==> src/rtl/wps_pkg.sv <==
package wps_pkg;

  // block-protect codes
  localparam logic [1:0] BP_NONE    = 2'b00;
  localparam logic [1:0] BP_QUARTER = 2'b01;
  localparam logic [1:0] BP_HALF    = 2'b10;
  localparam logic [1:0] BP_ALL     = 2'b11;

  // status byte bit positions
  localparam int unsigned SB_LOCK = 7;
  localparam int unsigned SB_BPH  = 3;
  localparam int unsigned SB_BPL  = 2;
  localparam int unsigned SB_WEL  = 1;
  localparam int unsigned SB_WIP  = 0;

  typedef struct packed {
    logic       lock;
    logic [1:0] bp;
  } nv_bits_t;

  // address region covered by a block-protect code, from the top two address bits
  function automatic logic region_locked(input logic [1:0] bp, input logic [1:0] top2);
    logic hit;
    case (bp)
      BP_NONE:    hit = 1'b0;
      BP_QUARTER: hit = (top2 == 2'b11);
      BP_HALF:    hit = top2[1];
      default:    hit = 1'b1;
    endcase
    return hit;
  endfunction

  function automatic logic [7:0] pack_status(input nv_bits_t nv, input logic wel, input logic wip);
    logic [7:0] s;
    s          = 8'h00;
    s[SB_LOCK] = nv.lock;
    s[SB_BPH]  = nv.bp[1];
    s[SB_BPL]  = nv.bp[0];
    s[SB_WEL]  = wel;
    s[SB_WIP]  = wip;
    return s;
  endfunction

  function automatic nv_bits_t extract_nv(input logic [7:0] d);
    nv_bits_t n;
    n.lock = d[SB_LOCK];
    n.bp   = {d[SB_BPH], d[SB_BPL]};
    return n;
  endfunction

endpackage

==> src/rtl/wps_wel_latch.sv <==
module wps_wel_latch (
  input  logic clk,
  input  logic rst_n,
  input  logic set_req,
  input  logic clr_req,
  input  logic busy,
  input  logic cyc_end,
  input  logic low_vdd,
  output logic wel
);
  logic set_ok;
  logic clr_ok;

  assign set_ok = set_req & ~busy;
  assign clr_ok = clr_req & ~busy;

  always_ff @(posedge clk or negedge rst_n) begin
    if (!rst_n) begin
      wel <= 1'b0;
    end else if (low_vdd || cyc_end || clr_ok) begin
      wel <= 1'b0;
    end else if (set_ok) begin
      wel <= 1'b1;
    end
  end
endmodule

==> src/rtl/wps_prog_seq.sv <==
module wps_prog_seq (
  input  logic clk,
  input  logic rst_n,
  input  logic arr_start,
  input  logic stat_start,
  input  logic prog_done,
  input  logic low_vdd,
  output logic wip,
  output logic stat_cyc,
  output logic cyc_end
);
  assign cyc_end = wip & prog_done & ~low_vdd;

  always_ff @(posedge clk or negedge rst_n) begin
    if (!rst_n) begin
      wip      <= 1'b0;
      stat_cyc <= 1'b0;
    end else if (low_vdd || cyc_end) begin
      wip      <= 1'b0;
      stat_cyc <= 1'b0;
    end else if (!wip && (arr_start || stat_start)) begin
      wip      <= 1'b1;
      stat_cyc <= stat_start;
    end
  end
endmodule

==> src/rtl/wps_nv_bits.sv <==
module wps_nv_bits
  import wps_pkg::*;
(
  input  logic     clk,
  input  logic     rst_n,
  input  logic     capture,
  input  nv_bits_t new_val,
  input  logic     apply,
  input  logic     abort,
  output nv_bits_t cur
);
  nv_bits_t pend;

  always_ff @(posedge clk or negedge rst_n) begin
    if (!rst_n) begin
      cur  <= '0;
      pend <= '0;
    end else begin
      if (capture && !abort) begin
        pend <= new_val;
      end
      if (apply && !abort) begin
        cur <= pend;
      end
    end
  end
endmodule

==> src/rtl/wps_status_ctrl.sv <==
module wps_status_ctrl
  import wps_pkg::*;
#(
  parameter int unsigned ADDR_W = 12
) (
  input  logic              clk,
  input  logic              rst_n,
  input  logic              set_wel,
  input  logic              clr_wel,
  input  logic              stat_commit,
  input  logic [7:0]        stat_data,
  input  logic              arr_commit,
  input  logic              prog_done,
  input  logic              wp_n,
  input  logic              low_vdd,
  input  logic [ADDR_W-1:0] tgt_addr,
  output logic [7:0]        status,
  output logic              arr_wr_ok,
  output logic              stat_wr_ok,
  output logic              busy
);
  localparam int unsigned TOP_LSB = ADDR_W - 2;

  logic     wel;
  logic     wip;
  logic     stat_cyc;
  logic     cyc_end;
  logic     arr_start;
  logic     stat_start;
  logic     acc_start;
  logic     hw_lock;
  logic     addr_prot;
  nv_bits_t nv_cur;

  assign hw_lock   = nv_cur.lock & ~wp_n;
  assign addr_prot = region_locked(nv_cur.bp, tgt_addr[TOP_LSB +: 2]);

  assign arr_wr_ok  = wel & ~wip & ~addr_prot;
  assign stat_wr_ok = wel & ~wip & ~hw_lock;

  // array request has priority if both strobes coincide
  assign arr_start  = arr_commit & arr_wr_ok & ~low_vdd;
  assign stat_start = stat_commit & stat_wr_ok & ~arr_commit & ~low_vdd;
  assign acc_start  = arr_start | stat_start;

  wps_wel_latch u_wel (
    .clk     (clk),
    .rst_n   (rst_n),
    .set_req (set_wel),
    .clr_req (clr_wel),
    .busy    (wip),
    .cyc_end (cyc_end),
    .low_vdd (low_vdd),
    .wel     (wel)
  );

  wps_prog_seq u_seq (
    .clk        (clk),
    .rst_n      (rst_n),
    .arr_start  (arr_start),
    .stat_start (stat_start),
    .prog_done  (prog_done),
    .low_vdd    (low_vdd),
    .wip        (wip),
    .stat_cyc   (stat_cyc),
    .cyc_end    (cyc_end)
  );

  wps_nv_bits u_nv (
    .clk     (clk),
    .rst_n   (rst_n),
    .capture (stat_start),
    .new_val (extract_nv(stat_data)),
    .apply   (cyc_end & stat_cyc),
    .abort   (low_vdd),
    .cur     (nv_cur)
  );

  assign status = pack_status(nv_cur, wel, wip);
  assign busy   = wip;
endmodule

==> config.mk <==
export PLATFORM = sky130hd
export DESIGN_NAME = wps_status_ctrl
export DESIGN_NICKNAME = d
export VERILOG_FILES = /design/src/rtl/wps_pkg.sv /design/src/rtl/wps_wel_latch.sv /design/src/rtl/wps_prog_seq.sv /design/src/rtl/wps_nv_bits.sv /design/src/rtl/wps_status_ctrl.sv
export SDC_FILE = /design/constraint.sdc
export NUM_CORES = 1
export LEC_CHECK = 0
export BUFFER_PORTS_ARGS = -buffer_cell sky130_fd_sc_hd__buf_4
export CAP_MARGIN = 20
export CORE_AREA = 2 2 39 41
export DETAILED_ROUTE_END_ITERATION = 10
export DIE_AREA = 0 0 41 43
export PLACE_DENSITY = 0.75
export SYNTH_ARGS = -nofsm -noshare
export SYNTH_HDL_FRONTEND = slang
export SYNTH_SLANG_ARGS = --single-unit
export TNS_END_PERCENT = 1
==> constraint.sdc <==
create_clock -name clk -period 2.32 [get_ports clk]
set_clock_uncertainty 0.15 [all_clocks]
set_input_delay 0.348 -clock clk [delete_from_list [all_inputs] [get_ports clk]]
set_output_delay 0.348 -clock clk [all_outputs]
set_load 0.03 [all_outputs]
==> impl_metrics.csv, run 1 <==
group,metric,value,unit
run_status,status,"complete, no violations",
synth,yosys.cell_types.count,20,
clocking,clockRootBuffer,"clkbuf_4",
routing,drc,0,
finish,nets,94,
floorplanning,fp.dieW,41,um
clocking,post_cts_buffers,0,
setup_path,path_delay_family,"compound AO/OA/AOI/OAI gates",
flow_run,drv_cap,0,
floorplanning,die_area,1763,um^2
pwr,netSwitchingFraction,26.04,%
clocking,post_cts_resize_count,0,
pwr,sequentialPowerShare,48.7,%
global_route,grtUsageTotal,13.02,%
global_route,grt_pass1_wl,1.462,mm
timing,min_period_over_period,76.04,%
finish,layout-drive-gt1-share,54.69,%
timing,drv_slew,0,
timing,rsz0062_at_grt,"no",
finish,syn_to_final_growth,37.12,%
setup_path,critPathBufInv,1,
pwr,ir_drop,0.0003097,V
finish,final_cells,80,
clocking,clockBufferDepth,2,
worst_hold_path,worstHoldStart,"clr_wel",
worst_hold_path,hold_path_depth,2,
global_route,grt_max_degree,10,
setup_path,cp_slowest_cell,"dfrtp_1",
clocking,cts.sinks,9,
setup_path,timing.rr.start,"u_seq.wip",
clocking,cts_tree,"built",
finish,fill_cells,147,
setup_path,r2r_cells,3,
clocking,clk_latency,0.26,ns
global_route,grt_pass1_vias,365,
timing,hold_viol,0,
routing,dr.pass1.iters,4,
setup_path,worst_setup_path_end_kind,"output port",
routing,ant_nets,0,
floorplanning,start_util,35.80,%
setup_path,worstSetupPathType,"register to output port",
timing,fin_tns_setup,0,ns
setup_path,max_stage_delay,0.40,ns
setup_path,path_cells,"a21oi_1, o2111a_1, buf_4",
pwr,powerDensity,550.9,nW/um^2
global_route,grt_antenna_before_repair,0,
pwr,clock_power_share,32.0,%
clocking,htreeDepth,1,
floorplanning,placement_rows,14,
routing,drt_iter0_drc,8,
synth,yosysTopAreaCell,"dfrtp_1",
synth,syn_inst,41,
pwr,cellLeakagePower,0.3431,nW
worst_hold_path,hold_class,"input pin to register",
pwr,combPwrFrac,19.3,%
timing,fmax,566.9,MHz
placement,dp_hpwl,721,um
clocking,cts_made_buffers,3,
pwr,switchingPower,97.47,uW
synth,yosysWarnings,0,
setup_path,crit_path_start,"u_nv.cur[1]",
floorplanning,die_h,43,um
synth,syn_area_per_cell,12.08,um^2
routing,wl_per_cell,11.76,um
setup_path,crit_arrival,1.27,ns
global_route,grt_overflow,0,
synth,syn_area,495.5,um^2
placement,port_buffers,21,
floorplanning,coreArea,1384,um^2
setup_path,crit_cells,3,
finish,n_antenna_cell,0,
placement,globalplace.congestion,0.7653,
setup_path,critPathMaxFanout,4,
timing,period_needed,1.764,ns
finish,final_cell_mix,"buf_4 (21), dfrtp_1 (9), mux2_2 (6)",
clocking,path_clk_slew,0.06,ns
synth,ys_seq_elements,9,
routing,via_per_inst,4.888,
placement,dp_cells,75,
pwr,p_int,276.8,uW
synth,synth_area_leaders,"dfrtp_1 (45%), mux2_2 (14%), buf_4 (7.6%), nor4_4 (4.3%), o211a_1 (4.0%)",
setup_path,required,1.82,ns
floorplanning,ios,40,
timing,setup_violations,0,
synth,ys_seq_area_share,45.45,%
finish,layout_commonest_cell,"buf_4",
routing,drt-total-wl,941,um
setup_path,critPathLaunchType,"register",
routing,num_vias,391,
synth,netlist.area_leader.share,45.45,%
[worst reg2reg max path: stages (launching register included)]
cell	delay (ns)
dfrtp_1	0.46
nand2b_4	0.19
nor4_4	0.43
mux2_2	0.38
[through the flow]
step           hold WS [ns]  utilization, %  worst slack (ns)  power (mW)  area [um^2]
5_1_grt             0.09478           49.10            0.5118      0.3975        679.4
3_5_place_dp        0.02826           46.47            0.5791      0.2574        643.1
3_3_place_gp        0.02729           46.47            0.5985      0.2550        643.1
4_1_cts             0.09509           49.10            0.5654      0.3812        679.4
6_report             0.1020           49.10            0.5560      0.3743        679.4
2_1_floorplan      -0.09759               -            0.6005      0.2295        503.0
[worst paths after layout]
path	slack [ns]	to
min in group asynchronous	0.29	u_seq.stat_cyc
max in group asynchronous	1.60	u_nv.pend[2]
max	0.56	arr_wr_ok
max reg2reg	0.59	u_nv.pend[2]
min reg2reg	0.36	u_nv.cur[0]
min	0.10	u_wel.wel
[power by group through the flow]
stage          logic (mW)  clock network [mW]  registers (mW)
2_1_floorplan      0.0455                   0           0.184
5_1_grt            0.0791               0.135           0.184
6_report           0.0722               0.120           0.182
3_5_place_dp       0.0718                   0           0.186
3_3_place_gp       0.0705                   0           0.184
4_1_cts            0.0732               0.125           0.183
[logic make-up after synthesis]
family	count (synthesis)	share of synthesized area [%]
buf+inv	7	9.092
mux	6	13.64
compound gates	9	13.89
flops	9	45.46
simple gates	9	17.17
other cells	1	0.7568
[state kept, by name, indices dropped and copies added (netlist names)]
name / cells
u_seq.stat_cyc: 1
u_seq.wip: 1
u_nv.cur: 3
u_wel.wel: 1
u_nv.pend: 3
[synth_stat cells]
cell type  count
dfrtp_1        9
mux2_2         6
buf_4          5
a21oi_1        3
inv_1          2
o211a_1        2
and2b_2        1
and4bb_2       1
conb_1         1
nand2_1        1
nand2b_1       1
nand2b_4       1
nand4b_1       1
nor2_1         1
nor2b_1        1
nor4_4         1
o2111a_1       1
o211ai_1       1
o21ai_0        1
o31a_2         1
[timing repair]
action | 4_1_cts | 5_1_grt
hold endpoints to repair | 9 | 0
hold buffers | 1 | 0
endpoints found under the setup margin | 0 | 0
[final cells by class]
| cell class | instances | area (um^2) | area share, % |
|---|---|---|---|
| Timing Repair Buffer | 22 | 167.7 | 24.68 |
| Sequential cell | 9 | 225.2 | 33.15 |
| Clock buffer | 4 | 26.28 | 3.867 |
| Inverter | 2 | 7.507 | 1.105 |
| Multi-Input combinational cell | 27 | 232.7 | 34.25 |
| Tap cell | 16 | 20.02 | 2.947 |
[per-layer routing]
metal,global-route usage (%),wire [um]
met1,15.77,397
met2,18.44,441
met3,3.665,92
met4,10.00,10
met5,0,0
(Power assumes the default switching activity.)
==> run 2, diff against run 1 <==
- ABC_AREA: default -> 1
- CORE_AREA: 2 2 39 41 -> default
- CORE_UTILIZATION: default -> 35
- DIE_AREA: 0 0 41 43 -> default
- PLACE_DENSITY: 0.75 -> 0.73
- clock period: 2.32 -> 1.69 ns (I/O delays scaled with it)
==> run 2 against run 1 <==
  * Cell count increased by 20%
  * Critical endpoint unchanged
  * Combinational power increased by 48%
  * First-iteration DRC count decreased by 25%
  * Non-clock buffer count unchanged
  * Largest cell class is now registers
  * Via count increased by 12%
  * Highest routed layer unchanged
  * Sequential power increased by 36%
==> impl_metrics.csv, run 2 <==
group,metric,value,unit
run_status,status,"complete, no violations",
pwr,cellLeakagePower,0.3686,nW
setup_path,r2r_cells,5,
pwr,switchingPower,153.7,uW
synth,yosysWarnings,0,
timing,setup_violations,0,
setup_path,r2r_end,"u_seq.wip",
clocking,clockBufferDepth,2,
synth,ys_seq_area_share,48.13,%
worst_hold_path,min_to,"u_wel.wel",
pwr,combPwrFrac,20.3,%
finish,fill_cells,105,
clocking,htreeDepth,1,
placement,port_buffers,21,
setup_path,ff2ff_setup_slack,0.40,ns
timing,period_needed,1.623,ns
worst_hold_path,hold_path_depth,2,
finish,syn_to_final_growth,40.11,%
floorplanning,placement_rows,12,
setup_path,worst_setup_path_end_kind,"output port",
clocking,cts_made_buffers,3,
clocking,post_cts_buffers,0,
floorplanning,ios,40,
synth,syn_inst,59,
floorplanning,start_util,39.96,%
routing,drc,0,
setup_path,critPathMaxFanout,4,
timing,setup_ws,0.06707,ns
timing,fmax,616.2,MHz
routing,dr.pass1.iters,2,
floorplanning,die_area,1487,um^2
routing,wl_met3,67,um
finish,reg_top3,"u_nv.cur: 3 flops, u_nv.pend: 3 flops",
synth,ys_seq_elements,9,
synth,synth_edf_count,0,
routing,drt_iter0_drc,6,
synth,netlist.area_leader.share,48.13,%
pwr,p_int,371.5,uW
timing,hold_viol,0,
clocking,path_clk_slew,0.07,ns
synth,yosysMostFrequentCell,"inv_1",
finish,n_antenna_cell,0,
timing,fin_tns_setup,0,ns
clocking,clockRootBuffer,"clkbuf_4",
placement,post-place-ws,0.3403,ns
global_route,grt_pass1_wl,1.366,mm
synth,yosysTopAreaCell,"dfrtp_1",
synth,synth_area_leaders,"dfrtp_1 (48%), inv_1 (10%), buf_4 (8.0%), o21ai_0 (7.5%), nand2_1 (6.4%)",
synth,synthArstFlopShare,100.0,%
routing,via_per_inst,4.563,
finish,layout_commonest_cell,"buf_4",
pwr,ir_drop,0.0004967,V
worst_hold_path,worstHoldStart,"clr_wel",
worst_hold_path,hold_class,"input pin to register",
setup_path,critPathLaunchType,"register",
timing,drv_slew,0,
synth,syn_area_per_cell,7.931,um^2
synth,yosys.cell_types.count,15,
flow_run,drv_cap,0,
pwr,clock_power_share,32.4,%
pwr,netSwitchingFraction,29.26,%
global_route,grt_antenna_before_repair,0,
clocking,clk_latency,0.26,ns
clocking,cts_tree,"built",
routing,wl_met2,447,um
timing,min_period_over_period,96.03,%
setup_path,required,1.29,ns
pwr,sequentialPowerShare,47.3,%
routing,ant_nets,0,
floorplanning,die_h,38.57,um
placement,dp_hpwl,718.1,um
placement,globalplace.congestion,0.7083,
routing,num_vias,438,
pwr,powerDensity,801.1,nW/um^2
timing,whs,0.03842,ns
routing,maxUsedRoutingLayer,"met4",
finish,layout-drive-gt1-share,34.15,%
synth,syn_area,467.9,um^2
global_route,grt_pass1_vias,340,
finish,final_cell_mix,"buf_4 (21), inv_1 (13), dfrtp_1 (9)",
setup_path,worstSetupPathType,"register to output port",
global_route,grt_overflow,0,
timing,rsz0062_at_grt,"no",
setup_path,timing.rr.start,"u_seq.wip",
synth,synth-main-ff-cell,"dfrtp_1",
synth,ys_top_cells_by_count,"inv_1 (13), dfrtp_1 (9), nand2_1 (8)",
placement,placed_area,613.1,um^2
routing,wl_per_cell,9.854,um
routing,m1WireLength,416,um
setup_path,crit_arrival,1.22,ns
clocking,cts.sinks,9,
finish,nets,112,
global_route,grtUsageTotal,14.18,%
routing,drt-total-wl,946,um
floorplanning,coreArea,1171,um^2
global_route,grt_max_degree,10,
finish,fin_area,655.6,um^2
floorplanning,fp.dieW,38.57,um
==> run 2: power by group through the flow <==
stage | clock network, mW | logic, mW | registers (mW)
floorplan | 0 | 0.0632 | 0.254
detailed placement | 0 | 0.104 | 0.252
global placement | 0 | 0.101 | 0.251
CTS | 0.168 | 0.107 | 0.248
global route | 0.185 | 0.118 | 0.251
finish | 0.170 | 0.107 | 0.248
==> run 2: through the flow <==
stage	power [mW]	instances	util, %
floorplan	0.3174	61	-
global placement	0.3525	91	52.35
detailed placement	0.3562	91	52.35
CTS	0.5223	96	55.56
global route	0.5541	96	55.98
finish	0.5252	96	55.98
==> run 2: worst max-delay path, stage by stage, from the launching register on <==
cell and delay (ns):
dfrtp_1 0.42, o21ai_0 0.22, nand3_1 0.10, inv_1 0.06
buf_4 0.15
==> run 2: worst max path at each step <==
stage / slack (ns) / cells past startpoint / end / startpoint
floorplan: 0.27 / 3 / arr_wr_ok / u_nv.cur[0]
global placement: 0.36 / 4 / arr_wr_ok / u_nv.cur[0]
detailed placement: 0.34 / 4 / arr_wr_ok / u_nv.cur[0]
CTS: 0.06 / 4 / arr_wr_ok / u_nv.cur[0]
global route: 0.008 / 4 / arr_wr_ok / u_nv.cur[0]
finish: 0.07 / 4 / arr_wr_ok / u_nv.cur[0]
==> run 2: logic make-up after synthesis <==
kind of cell	synth area share [%]
simple gates	20.32
buf+inv	18.45
compound gates	12.30
flops	48.13
other cells	0.8014
==> run 2: per-layer routing <==
| layer | GRT usage, % | vias up |
|---|---|---|
| li1 | - | 223 |
| met1 | 17.04 | 193 |
| met2 | 22.92 | 20 |
| met3 | 3.488 | 2 |
| met4 | 7.759 | 0 |
| met5 | 0 | - |
==> run 2: final cells by class <==
cell class / instances / area, um^2 / area share (%)
flip-flops and latches: 9 / 225.2 / 34.35
clock buffers: 3 / 22.52 / 3.435
clock inverters: 1 / 5.005 / 0.7634
repair buffers: 22 / 167.7 / 25.57
multi-input cells: 34 / 168.9 / 25.76
well taps: 14 / 17.52 / 2.672
inverters: 13 / 48.80 / 7.443
==> run 2: timing repair <==
| item | CTS | global route |
|---|---|---|
| endpoints found under the hold margin | 9 | 0 |
| endpoints found under the setup margin | 0 | 2 |
| resized for setup | 0 | 1 |
| hold buffers | 1 | 0 |
